`config.mk`:
```
export PLATFORM = sky130hd
export DESIGN_NAME = sram_ctl
export DESIGN_NICKNAME = d
export VERILOG_FILES = /design/src/rtl/sram_ctl_pkg.sv /design/src/rtl/sram_ctl_timer.sv /design/src/rtl/sram_ctl_dpath.sv /design/src/rtl/sram_ctl_seq.sv /design/src/rtl/sram_ctl.sv
export SDC_FILE = /design/constraint.sdc
export NUM_CORES = 1
export LEC_CHECK = 0
export ABC_AREA = 1
export BUFFER_PORTS_ARGS = -buffer_cell sky130_fd_sc_hd__buf_2
export CORE_MARGIN = 3
export CORE_UTILIZATION = 44
export DETAILED_ROUTE_END_ITERATION = 7
export PLACE_DENSITY_LB_ADDON = 0.12
export SLEW_MARGIN = 20
export SYNTH_ARGS = -nofsm -noshare
export SYNTH_HDL_FRONTEND = slang
export SYNTH_SLANG_ARGS = --single-unit
```
`constraint.sdc`:
```
create_clock -name clk -period 2.5 [get_ports clk]
set_input_delay 0.5 -clock clk [delete_from_list [all_inputs] [get_ports clk]]
set_output_delay 0.5 -clock clk [all_outputs]
set_load 0.01 [all_outputs]
```
`src/rtl/sram_ctl_pkg.sv`:
```
package sram_ctl_pkg;

    typedef enum logic [2:0] {
        ST_IDLE,
        ST_TURN,
        ST_WRITE,
        ST_WREC,
        ST_READ
    } seq_state_e;

    typedef struct packed {
        logic cs_n;
        logic oe_n;
        logic we_n;
        logic drive;
    } mem_ctl_t;

    typedef struct packed {
        int unsigned wcyc;
        int unsigned wpulse;
        int unsigned cs_end;
        int unsigned ad_end;
        int unsigned dsetup;
        int unsigned rcyc;
        int unsigned acc_a;
        int unsigned acc_oe;
        int unsigned release_t;
    } grade_ns_t;

    function automatic grade_ns_t grade_ns(input int unsigned grade);
        grade_ns_t g;
        if (grade == 0) begin
            g.wcyc = 55; g.wpulse = 40; g.cs_end = 45; g.ad_end = 45; g.dsetup = 25;
            g.rcyc = 55; g.acc_a = 55; g.acc_oe = 25; g.release_t = 20;
        end else begin
            g.wcyc = 70; g.wpulse = 50; g.cs_end = 60; g.ad_end = 60; g.dsetup = 30;
            g.rcyc = 70; g.acc_a = 70; g.acc_oe = 35; g.release_t = 25;
        end
        return g;
    endfunction

    function automatic int unsigned to_cyc(input int unsigned ns, input int unsigned per_ps);
        return (ns * 1000 + per_ps - 1) / per_ps;
    endfunction

    function automatic int unsigned umax(input int unsigned a, input int unsigned b);
        return (a > b) ? a : b;
    endfunction

    function automatic int unsigned wp_cycles(input int unsigned grade, input int unsigned per_ps);
        grade_ns_t g = grade_ns(grade);
        return umax(umax(to_cyc(g.wpulse, per_ps), to_cyc(g.cs_end, per_ps)),
                    umax(to_cyc(g.ad_end, per_ps), to_cyc(g.dsetup, per_ps)));
    endfunction

    function automatic int unsigned wr_cycles(input int unsigned grade, input int unsigned per_ps);
        grade_ns_t g = grade_ns(grade);
        int unsigned wc = to_cyc(g.wcyc, per_ps);
        int unsigned wp = wp_cycles(grade, per_ps);
        return (wc > wp + 1) ? wc - wp : 1;
    endfunction

    function automatic int unsigned rd_cycles(input int unsigned grade, input int unsigned per_ps);
        grade_ns_t g = grade_ns(grade);
        return umax(to_cyc(g.acc_a, per_ps),
                    umax(to_cyc(g.rcyc, per_ps), to_cyc(g.acc_oe, per_ps)));
    endfunction

    function automatic int unsigned hz_cycles(input int unsigned grade, input int unsigned per_ps);
        grade_ns_t g = grade_ns(grade);
        return umax(to_cyc(g.release_t, per_ps), 1);
    endfunction

    function automatic mem_ctl_t ctl_for(input seq_state_e s);
        mem_ctl_t c;
        c = '{cs_n: 1'b1, oe_n: 1'b1, we_n: 1'b1, drive: 1'b0};
        case (s)
            ST_WRITE: c = '{cs_n: 1'b0, oe_n: 1'b1, we_n: 1'b0, drive: 1'b1};
            ST_READ:  c = '{cs_n: 1'b0, oe_n: 1'b0, we_n: 1'b1, drive: 1'b0};
            default:  c = '{cs_n: 1'b1, oe_n: 1'b1, we_n: 1'b1, drive: 1'b0};
        endcase
        return c;
    endfunction

endpackage

```
`src/rtl/sram_ctl_timer.sv`:
```
module sram_ctl_timer #(
    parameter int CNT_W = 4
) (
    input  logic             clk,
    input  logic             rst,
    input  logic             load,
    input  logic [CNT_W-1:0] load_val,
    output logic             zero
);

    logic [CNT_W-1:0] cnt;

    always_ff @(posedge clk) begin
        if (rst)
            cnt <= '0;
        else if (load)
            cnt <= load_val;
        else if (cnt != '0)
            cnt <= cnt - CNT_W'(1);
    end

    assign zero = (cnt == '0);


    timer_step_chk: assert property (@(posedge clk) disable iff (rst)
        (!load && !zero) |=> (cnt == $past(cnt) - CNT_W'(1)));

endmodule

```
`src/rtl/sram_ctl_dpath.sv`:
```
module sram_ctl_dpath #(
    parameter int AW = 19,
    parameter int DW = 8
) (
    input  logic          clk,
    input  logic          rst,
    input  logic          accept,
    input  logic          capture,
    input  logic [AW-1:0] req_addr,
    input  logic [DW-1:0] req_wdata,
    input  logic [DW-1:0] mem_dq_i,
    output logic [AW-1:0] mem_addr,
    output logic [DW-1:0] mem_dq_o,
    output logic [DW-1:0] rd_data
);

    always_ff @(posedge clk) begin
        if (rst) begin
            mem_addr <= '0;
            mem_dq_o <= '0;
            rd_data  <= '0;
        end else begin
            if (accept) begin
                mem_addr <= req_addr;
                mem_dq_o <= req_wdata;
            end
            if (capture)
                rd_data <= mem_dq_i;
        end
    end

endmodule

```
`src/rtl/sram_ctl_seq.sv`:
```
module sram_ctl_seq
    import sram_ctl_pkg::*;
#(
    parameter int unsigned WP_CYC = 12,
    parameter int unsigned WR_CYC = 2,
    parameter int unsigned RD_CYC = 14,
    parameter int unsigned HZ_CYC = 5,
    parameter int          CNT_W  = 4
) (
    input  logic             clk,
    input  logic             rst,
    input  logic             req,
    input  logic             req_write,
    input  logic             zero,
    output logic             load,
    output logic [CNT_W-1:0] load_val,
    output logic             ready,
    output logic             accept,
    output logic             capture,
    output logic             done,
    output mem_ctl_t         ctl
);

    localparam logic [CNT_W-1:0] WP_LD = CNT_W'(WP_CYC - 1);
    localparam logic [CNT_W-1:0] WR_LD = CNT_W'(WR_CYC - 1);
    localparam logic [CNT_W-1:0] RD_LD = CNT_W'(RD_CYC - 1);
    localparam logic [CNT_W-1:0] HZ_LD = CNT_W'(HZ_CYC - 1);

    seq_state_e state, nxt;
    logic       last_rd;
    logic       fin_any;

    assign ready  = (state == ST_IDLE);
    assign accept = ready && req;

    always_comb begin
        nxt      = state;
        load     = 1'b0;
        load_val = '0;
        fin_any  = 1'b0;
        capture  = 1'b0;
        case (state)
            ST_IDLE: if (req) begin
                load = 1'b1;
                if (!req_write) begin
                    nxt = ST_READ;  load_val = RD_LD;
                end else if (last_rd) begin
                    nxt = ST_TURN;  load_val = HZ_LD;
                end else begin
                    nxt = ST_WRITE; load_val = WP_LD;
                end
            end
            ST_TURN: if (zero) begin
                nxt = ST_WRITE; load = 1'b1; load_val = WP_LD;
            end
            ST_WRITE: if (zero) begin
                nxt = ST_WREC; load = 1'b1; load_val = WR_LD;
            end
            ST_WREC: if (zero) begin
                nxt = ST_IDLE; fin_any = 1'b1;
            end
            ST_READ: if (zero) begin
                nxt = ST_IDLE; fin_any = 1'b1; capture = 1'b1;
            end
            default: nxt = ST_IDLE;
        endcase
    end

    always_ff @(posedge clk) begin
        if (rst) begin
            state   <= ST_IDLE;
            ctl     <= ctl_for(ST_IDLE);
            done    <= 1'b0;
            last_rd <= 1'b0;
        end else begin
            state <= nxt;
            ctl   <= ctl_for(nxt);
            done  <= fin_any;
            if (capture)
                last_rd <= 1'b1;
            else if (state == ST_WREC && zero)
                last_rd <= 1'b0;
        end
    end


    drive_in_write_chk: assert property (@(posedge clk) disable iff (rst)
        ctl.drive |-> (!ctl.we_n && !ctl.cs_n));


    deselect_idle_chk: assert property (@(posedge clk) disable iff (rst)
        ctl.cs_n |-> (ctl.oe_n && ctl.we_n));


    done_single_chk: assert property (@(posedge clk) disable iff (rst)
        done |=> !done);


    read_ctl_chk: assert property (@(posedge clk) disable iff (rst)
        !ctl.oe_n |-> (!ctl.cs_n && ctl.we_n && !ctl.drive));


    strobe_pair_chk: assert property (@(posedge clk) disable iff (rst)
        $rose(ctl.we_n) |-> $rose(ctl.cs_n));

endmodule

```
`src/rtl/sram_ctl.sv`:
```
module sram_ctl
    import sram_ctl_pkg::*;
#(
    parameter int unsigned CLK_PERIOD_PS = 4000,
    parameter int unsigned SPEED_GRADE   = 0,
    parameter int          AW            = 19,
    parameter int          DW            = 8
) (
    input  logic          clk,
    input  logic          rst,
    input  logic          req,
    input  logic          req_write,
    input  logic [AW-1:0] req_addr,
    input  logic [DW-1:0] req_wdata,
    output logic          ready,
    output logic          done,
    output logic [DW-1:0] rd_data,
    output logic [AW-1:0] mem_addr,
    output logic          mem_cs_n,
    output logic          mem_oe_n,
    output logic          mem_we_n,
    output logic [DW-1:0] mem_dq_o,
    output logic          mem_dq_oe,
    input  logic [DW-1:0] mem_dq_i
);

    localparam int unsigned WP_CYC = wp_cycles(SPEED_GRADE, CLK_PERIOD_PS);
    localparam int unsigned WR_CYC = wr_cycles(SPEED_GRADE, CLK_PERIOD_PS);
    localparam int unsigned RD_CYC = rd_cycles(SPEED_GRADE, CLK_PERIOD_PS);
    localparam int unsigned HZ_CYC = hz_cycles(SPEED_GRADE, CLK_PERIOD_PS);
    localparam int unsigned MAX_CYC = umax(umax(WP_CYC, WR_CYC), umax(RD_CYC, HZ_CYC));
    localparam int          CNT_W  = $clog2(MAX_CYC + 1);

    logic             load, zero, accept, capture;
    logic [CNT_W-1:0] load_val;
    mem_ctl_t         ctl;

    sram_ctl_timer #(.CNT_W(CNT_W)) u_timer (
        .clk(clk), .rst(rst), .load(load), .load_val(load_val), .zero(zero)
    );

    sram_ctl_seq #(
        .WP_CYC(WP_CYC), .WR_CYC(WR_CYC), .RD_CYC(RD_CYC),
        .HZ_CYC(HZ_CYC), .CNT_W(CNT_W)
    ) u_seq (
        .clk(clk), .rst(rst), .req(req), .req_write(req_write),
        .zero(zero), .load(load), .load_val(load_val),
        .ready(ready), .accept(accept), .capture(capture),
        .done(done), .ctl(ctl)
    );

    sram_ctl_dpath #(.AW(AW), .DW(DW)) u_dpath (
        .clk(clk), .rst(rst), .accept(accept), .capture(capture),
        .req_addr(req_addr), .req_wdata(req_wdata), .mem_dq_i(mem_dq_i),
        .mem_addr(mem_addr), .mem_dq_o(mem_dq_o), .rd_data(rd_data)
    );

    assign mem_cs_n  = ctl.cs_n;
    assign mem_oe_n  = ctl.oe_n;
    assign mem_we_n  = ctl.we_n;
    assign mem_dq_oe = ctl.drive;


    busy_addr_chk: assert property (@(posedge clk) disable iff (rst)
        !ready |=> $stable(mem_addr));


    addr_hold_chk: assert property (@(posedge clk) disable iff (rst)
        !mem_we_n |=> $stable(mem_addr));

endmodule

```
==> flow_metrics.tcl, run 1 <==
set metrics [dict create \
    die_y_um 72.43 \
    crit_path_cell_trace "inv_1 > ha_1 > nand2_1 > nor2_4 > nand3_1 > inv_1 > nor2_1 > nor2_1" \
    grtUsageTotal 0.1741 \
    async_flop_share 0 \
    grt_max_degree 36 \
    crit_fanout 11 \
    ioPinCount 80 \
    drive_gt1_frac 0.3364 \
    slowest_stage "dfxtp_1" \
    drc 0 \
    syn_inst 253 \
    fp-row-count 23 \
    cts_setup_buffers 0 \
    setup_viol 0 \
    setup.worst_path.start_class "register" \
    pwr-share-seq 0.462 \
    required_ns 2.73 \
    yosysTopAreaCell "dfxtp_1" \
    hpwlAfterDp_um 3095 \
    gp_congestion 0.9064 \
    rr_worst_depth 8 \
    slew_headroom 0.6217 \
    fin_skew_ns 0.002310 \
    dr.pass1.iters 4 \
    p_leak_nw 1.183 \
    slew_viol_final 0 \
    fin_crit_sh 0.7109 \
    synth_seq_cells 48 \
    nets 369 \
    finish.instance_area_um2 2435 \
    grt_pass1_wl_um 7334 \
    p_comb_frac 0.316 \
    grt_pass1_vias 1703 \
    start_util 0.4719 \
    vias 1800 \
    hold_violations 0 \
    synth_common_cells "68 x nand2_1, 48 x dfxtp_1, 29 x nor2_1" \
    irDropWorstVdd_uv 437.3 \
    finalCriticalPeriod_ns 1.777 \
    clk_latency_ns 0.29 \
    power_switching_share 0.3408 \
    holdPathStages 3 \
    synthTopCellsByArea "dfxtp_1 49%, nand2_1 13%, a21oi_1 6.2%, nor2_1 5.6%, a21oi_2 4.5%" \
    synth_cell_types 20 \
    die_w_um 72.43 \
    antenna_found_initial 0 \
    rsz0062_at_grt "false" \
    h-tree-depth 2 \
    fp.coreArea_um2 4115 \
    dpl_cell_area_um2 2345 \
    via_per_inst 4.737 \
    fillers 417 \
    wirelength_um 4258 \
    hold_buffers 0 \
    yosysSeqAreaShare 0.4948 \
    initialDrtViolationCount 144 \
    min_path_type "in2reg" \
    synth_ff_type "dfxtp_1" \
    synth_edf_count 0 \
    drv_cap 0 \
    cts_made_buffers 5 \
    yosysMostFrequentCell "nand2_1" \
    synth_top_area_frac 0.4948 \
    critical_path_class "reg2reg" \
    grt_overflow 0 \
    endpoint_kind "register" \
    io_buffers 79 \
    numClockSinks 48 \
    slowest_delay_ns 0.31 \
    antenna_cells 0 \
    cts_buffer_depth 2 \
    power_frac_clock 0.222 \
    clk_pin_slew_worst_paths_ns 0.08 \
    root_buffer "clkbuf_8" \
    switchingPower_mw 0.6946 \
    powerDensity_nw_per_um2 837.1 \
    synth_area_um2 1942 \
    max_freq_ghz 0.5626 \
    ant_nets 0 \
    intPower_mw 1.344 \
    wl_per_cell_um 11.21 \
    finalSetupTns_ns 0 \
    cp_data_arrival_time_ns 2.00 \
    syn_area_per_cell_um2 7.675 \
    area_growth_pct 25.39 \
    cts_tree "built" \
    yosysWarnings 0 \
    die-area_um2 5246 \
    worst_pin_slew_ns 0.5667 \
    cts_resized 0 \
    syn_nets 293 \
    status "completed" \
]
==> logic make-up after synthesis <==
group,share of synthesized area
flops,0.4948
buf+inv,0.07860
fa+ha+maj,0.006442
simple gates,0.2764
compound gates,0.1392
xor+xnor,0.004511
==> area by class of cell <==
| type | count | area [um2] | area share |
|---|---|---|---|
| timing repair buffer | 81 | 410.4 | 0.1686 |
| tap | 50 | 62.56 | 0.02569 |
| clock buffer | 8 | 90.09 | 0.03700 |
| multi-input combinational | 171 | 828.3 | 0.3402 |
| inverter | 22 | 82.58 | 0.03392 |
| sequential | 48 | 960.9 | 0.3947 |
==> sequential cells by signal (all words and copies together), names as in the netlist <==
| name | count |
|---|---|
| u_seq.state | 3 |
| u_dpath.mem_dq_o | 8 |
| u_seq.last_rd | 1 |
| u_timer.cnt | 4 |
| u_dpath.rd_data | 8 |
| u_seq.done | 1 |
| u_dpath.mem_addr | 19 |
| u_seq.ctl | 4 |
==> per-stage QoR <==
step | total power, mW | hold WS (ns) | util | instances | setup slack, ns
after floorplan | 1.429 | 0.4635 | - | 253 | 1.141
after global placement | 1.608 | 0.4491 | 0.5698 | 372 | 0.8053
after detailed placement | 1.608 | 0.4524 | 0.5698 | 372 | 0.7212
after CTS | 2.064 | 0.4396 | 0.5917 | 380 | 0.7043
after global routing | 2.204 | 0.4330 | 0.5917 | 380 | 0.5275
final | 2.038 | 0.4482 | 0.5917 | 380 | 0.7226
==> layer usage <==
metal,up-vias,share of wire,global-route usage
met5,-,0,0
met4,0,0.016,0.06148
met3,7,0.072,0.05402
met2,55,0.48,0.2892
met1,793,0.43,0.2129
li1,945,-,-
==> critical path: cells and delay by family, from the launching register on <==
family,cells,cell delay [ns]
buffers and inverters,2,0.42
AND/OR/NAND/NOR,5,0.76
adder cells (fa/ha/maj),1,0.21
flip-flops,1,0.31
==> worst paths after layout <==
path,from,endpoint,slack [ns]
worst min-delay path,req_addr[7],u_dpath.mem_addr[7]$_SDFFE_PP0N_,0.45
worst max-delay path,u_timer.cnt[0]$_SDFFE_PP0P_,u_dpath.rd_data[3]$_SDFFE_PP0P_,0.72
worst min register to register,u_dpath.mem_addr[16]$_SDFFE_PP0N_,u_dpath.mem_addr[16]$_SDFFE_PP0N_,0.46
worst max register to register,u_timer.cnt[0]$_SDFFE_PP0P_,u_dpath.rd_data[3]$_SDFFE_PP0P_,0.72
==> cells in the final DEF, fill, tap and decap left out <==
master     n
a21oi_1   24
a21oi_2   10
buf_2     79
buf_4      2
clkbuf_1   2
clkbuf_8   6
dfxtp_1   48
ha_1       1
inv_1     21
inv_2      1
nand2_1   68
nand2_2   10
nand3_1    9
nand3_4    1
nand4_1    4
nor2_1    29
nor2_4     2
o21ai_0   11
o21bai_1   1
xor2_1     1
==> power groups by stage <==
stage	registers [mW]	logic (mW)	clock network (mW)
2_1_floorplan	0.991	0.437	0
3_3_place_gp	0.960	0.648	0
3_5_place_dp	0.959	0.650	0
4_1_cts	0.943	0.651	0.470
5_1_grt	0.959	0.743	0.503
6_report	0.942	0.644	0.452
(Power assumes the default switching activity.)
==> inputs of run 2 (changes only) <==
Clock period 2.5 ns to 1.69 ns, I/O delays scaled along.
==> run 2 against run 1 <==
Cell area grew 2.5%. Routed wire length grew 4.2%. Via count is essentially flat. Flip-flop and latch count is the same. Die area is the same. Clock skew grew 0.0075 ns. Worst hold slack lost 0.17 ns. Count of clock-buffer cells in the layout shrank 1. Global-route usage grew 0.38 points. Critical path depth shrank 4. Final cell count grew 1.6%. Critical endpoint is now ready. Highest routed layer unchanged.
==> flow_metrics.tcl, run 2 (synthesis gave the netlist of run 1 again) <==
set metrics [dict create \
    status "completed" \
    root_buffer "clkbuf_8" \
    slew_headroom 0.7799 \
    drv_cap 0 \
    ant_nets 0 \
    ioPinCount 80 \
    min_path_type "in2reg" \
    final-seq-area_um2 960.9 \
    numClockSinks 48 \
    hpwlAfterDp_um 3276 \
    powerDensity_nw_per_um2 1246 \
    largest_register_ffs 19 \
    grt_pass1_wl_um 7396 \
    fillers 403 \
    min_from "req_addr[13]" \
    multi_input_area_um2 828.3 \
    initialDrtViolationCount 77 \
    start_util 0.4719 \
    final_common_cell "buf_2" \
    cts_made_buffers 5 \
    setup_viol 0 \
    fin_crit_sh 0.8792 \
    worst_slack_ns 0.2041 \
    drc 0 \
    power.total_mw 3.110 \
    antenna_cells 0 \
    p_leak_nw 1.214 \
    wl_per_cell_um 11.49 \
    h-tree-depth 2 \
    finalCriticalPeriod_ns 1.486 \
    worstSetupStartpoint "u_seq.state[2]$_SDFF_PP0_" \
    cts_tree "built" \
    cp_data_arrival_time_ns 1.15 \
    irDropWorstVdd_uv 644.4 \
    reg_top3 "u_dpath.mem_addr (19), u_dpath.mem_dq_o (8), u_dpath.rd_data (8)" \
    hold_buffers 0 \
    r2r-start "u_timer.cnt[0]$_SDFFE_PP0P_" \
    gp_congestion 0.9102 \
    io_buffers 79 \
    slew_viol_final 0 \
    worst_pin_slew_ns 0.3298 \
    final_cell_mix "79 x buf_2, 68 x nand2_1, 48 x dfxtp_1" \
    cts_buffer_depth 2 \
    clk_pin_slew_worst_paths_ns 0.09 \
    cts_setup_buffers 0 \
    fp-row-count 23 \
    vias 1799 \
    nets 375 \
    holdWs_ns 0.2745 \
    drive_gt1_frac 0.3512 \
    dr.pass1.iters 4 \
    setup.worst_path.start_class "register" \
    finalSetupTns_ns 0 \
    grtUsageTotal 0.1778 \
    grt_max_degree 28 \
    max_freq_ghz 0.6730 \
    post-place-ws_ns 0.2340 \
    antenna_found_initial 0 \
    grt_pass1_vias 1664 \
    required_ns 1.35 \
    endpoint_kind "primary output" \
    crit_fanout 5 \
    critical_path_class "reg2out" \
    wirelength_um 4435 \
    via_per_inst 4.661 \
    clk_latency_ns 0.30 \
    cts_resized 0 \
    die_w_um 72.43 \
    die-area_um2 5246 \
    grt_overflow 0 \
    hold_violations 0 \
    fin_skew_ns 0.009837 \
    die_y_um 72.43 \
    max_flop_register "u_dpath.mem_addr" \
    rsz0062_at_grt "false" \
    area_growth_pct 28.54 \
    fp.coreArea_um2 4115 \
]
run 2: metrics by stage:
step,cell area (um2),instances,utilization
CTS,2496,386,0.6066
floorplan,1942,253,-
global route,2496,386,0.6066
finish,2496,386,0.6066
detailed placement,2402,378,0.5838
global placement,2402,378,0.5838
run 2: area by class of cell:
class,instances,share of cell area
clock buffers,7,0.03459
clock inverters,1,0.003008
inverters,22,0.03308
multi-input cells,171,0.3318
flip-flops and latches,48,0.3850
well taps,50,0.02506
repair buffers,87,0.1875
run 2: final timing paths:
check,end,slack [ns],cells past startpoint
max,ready,0.20,4
min,u_dpath.mem_addr[13]$_SDFFE_PP0N_,0.27,3
max reg2reg,u_seq.ctl[1]$_SDFF_PP1_,0.23,11
min reg2reg,u_dpath.mem_dq_o[0]$_SDFFE_PP0N_,0.47,2
run 2: layer usage:
layer,vias to the layer above,global-route usage,share of wire
met4,0,0.05533,0.012
met2,47,0.3033,0.49
met5,-,0,0
li1,956,-,-
met3,5,0.05679,0.057
met1,791,0.2129,0.44
run 2: power by group:
group | total (mW) | switching (mW) | internal [mW]
clock network | 0.706 | 0.374 | 0.333
registers | 1.40 | 0.0999 | 1.30
logic | 1.01 | 0.598 | 0.410
total | 3.11 | 1.07 | 2.04
run 2: worst max-delay path: stages (launching register included):
cell and delay (ns):
dfxtp_1 0.43, inv_1 0.13, nand2_1 0.12, inv_1 0.04, buf_2 0.13
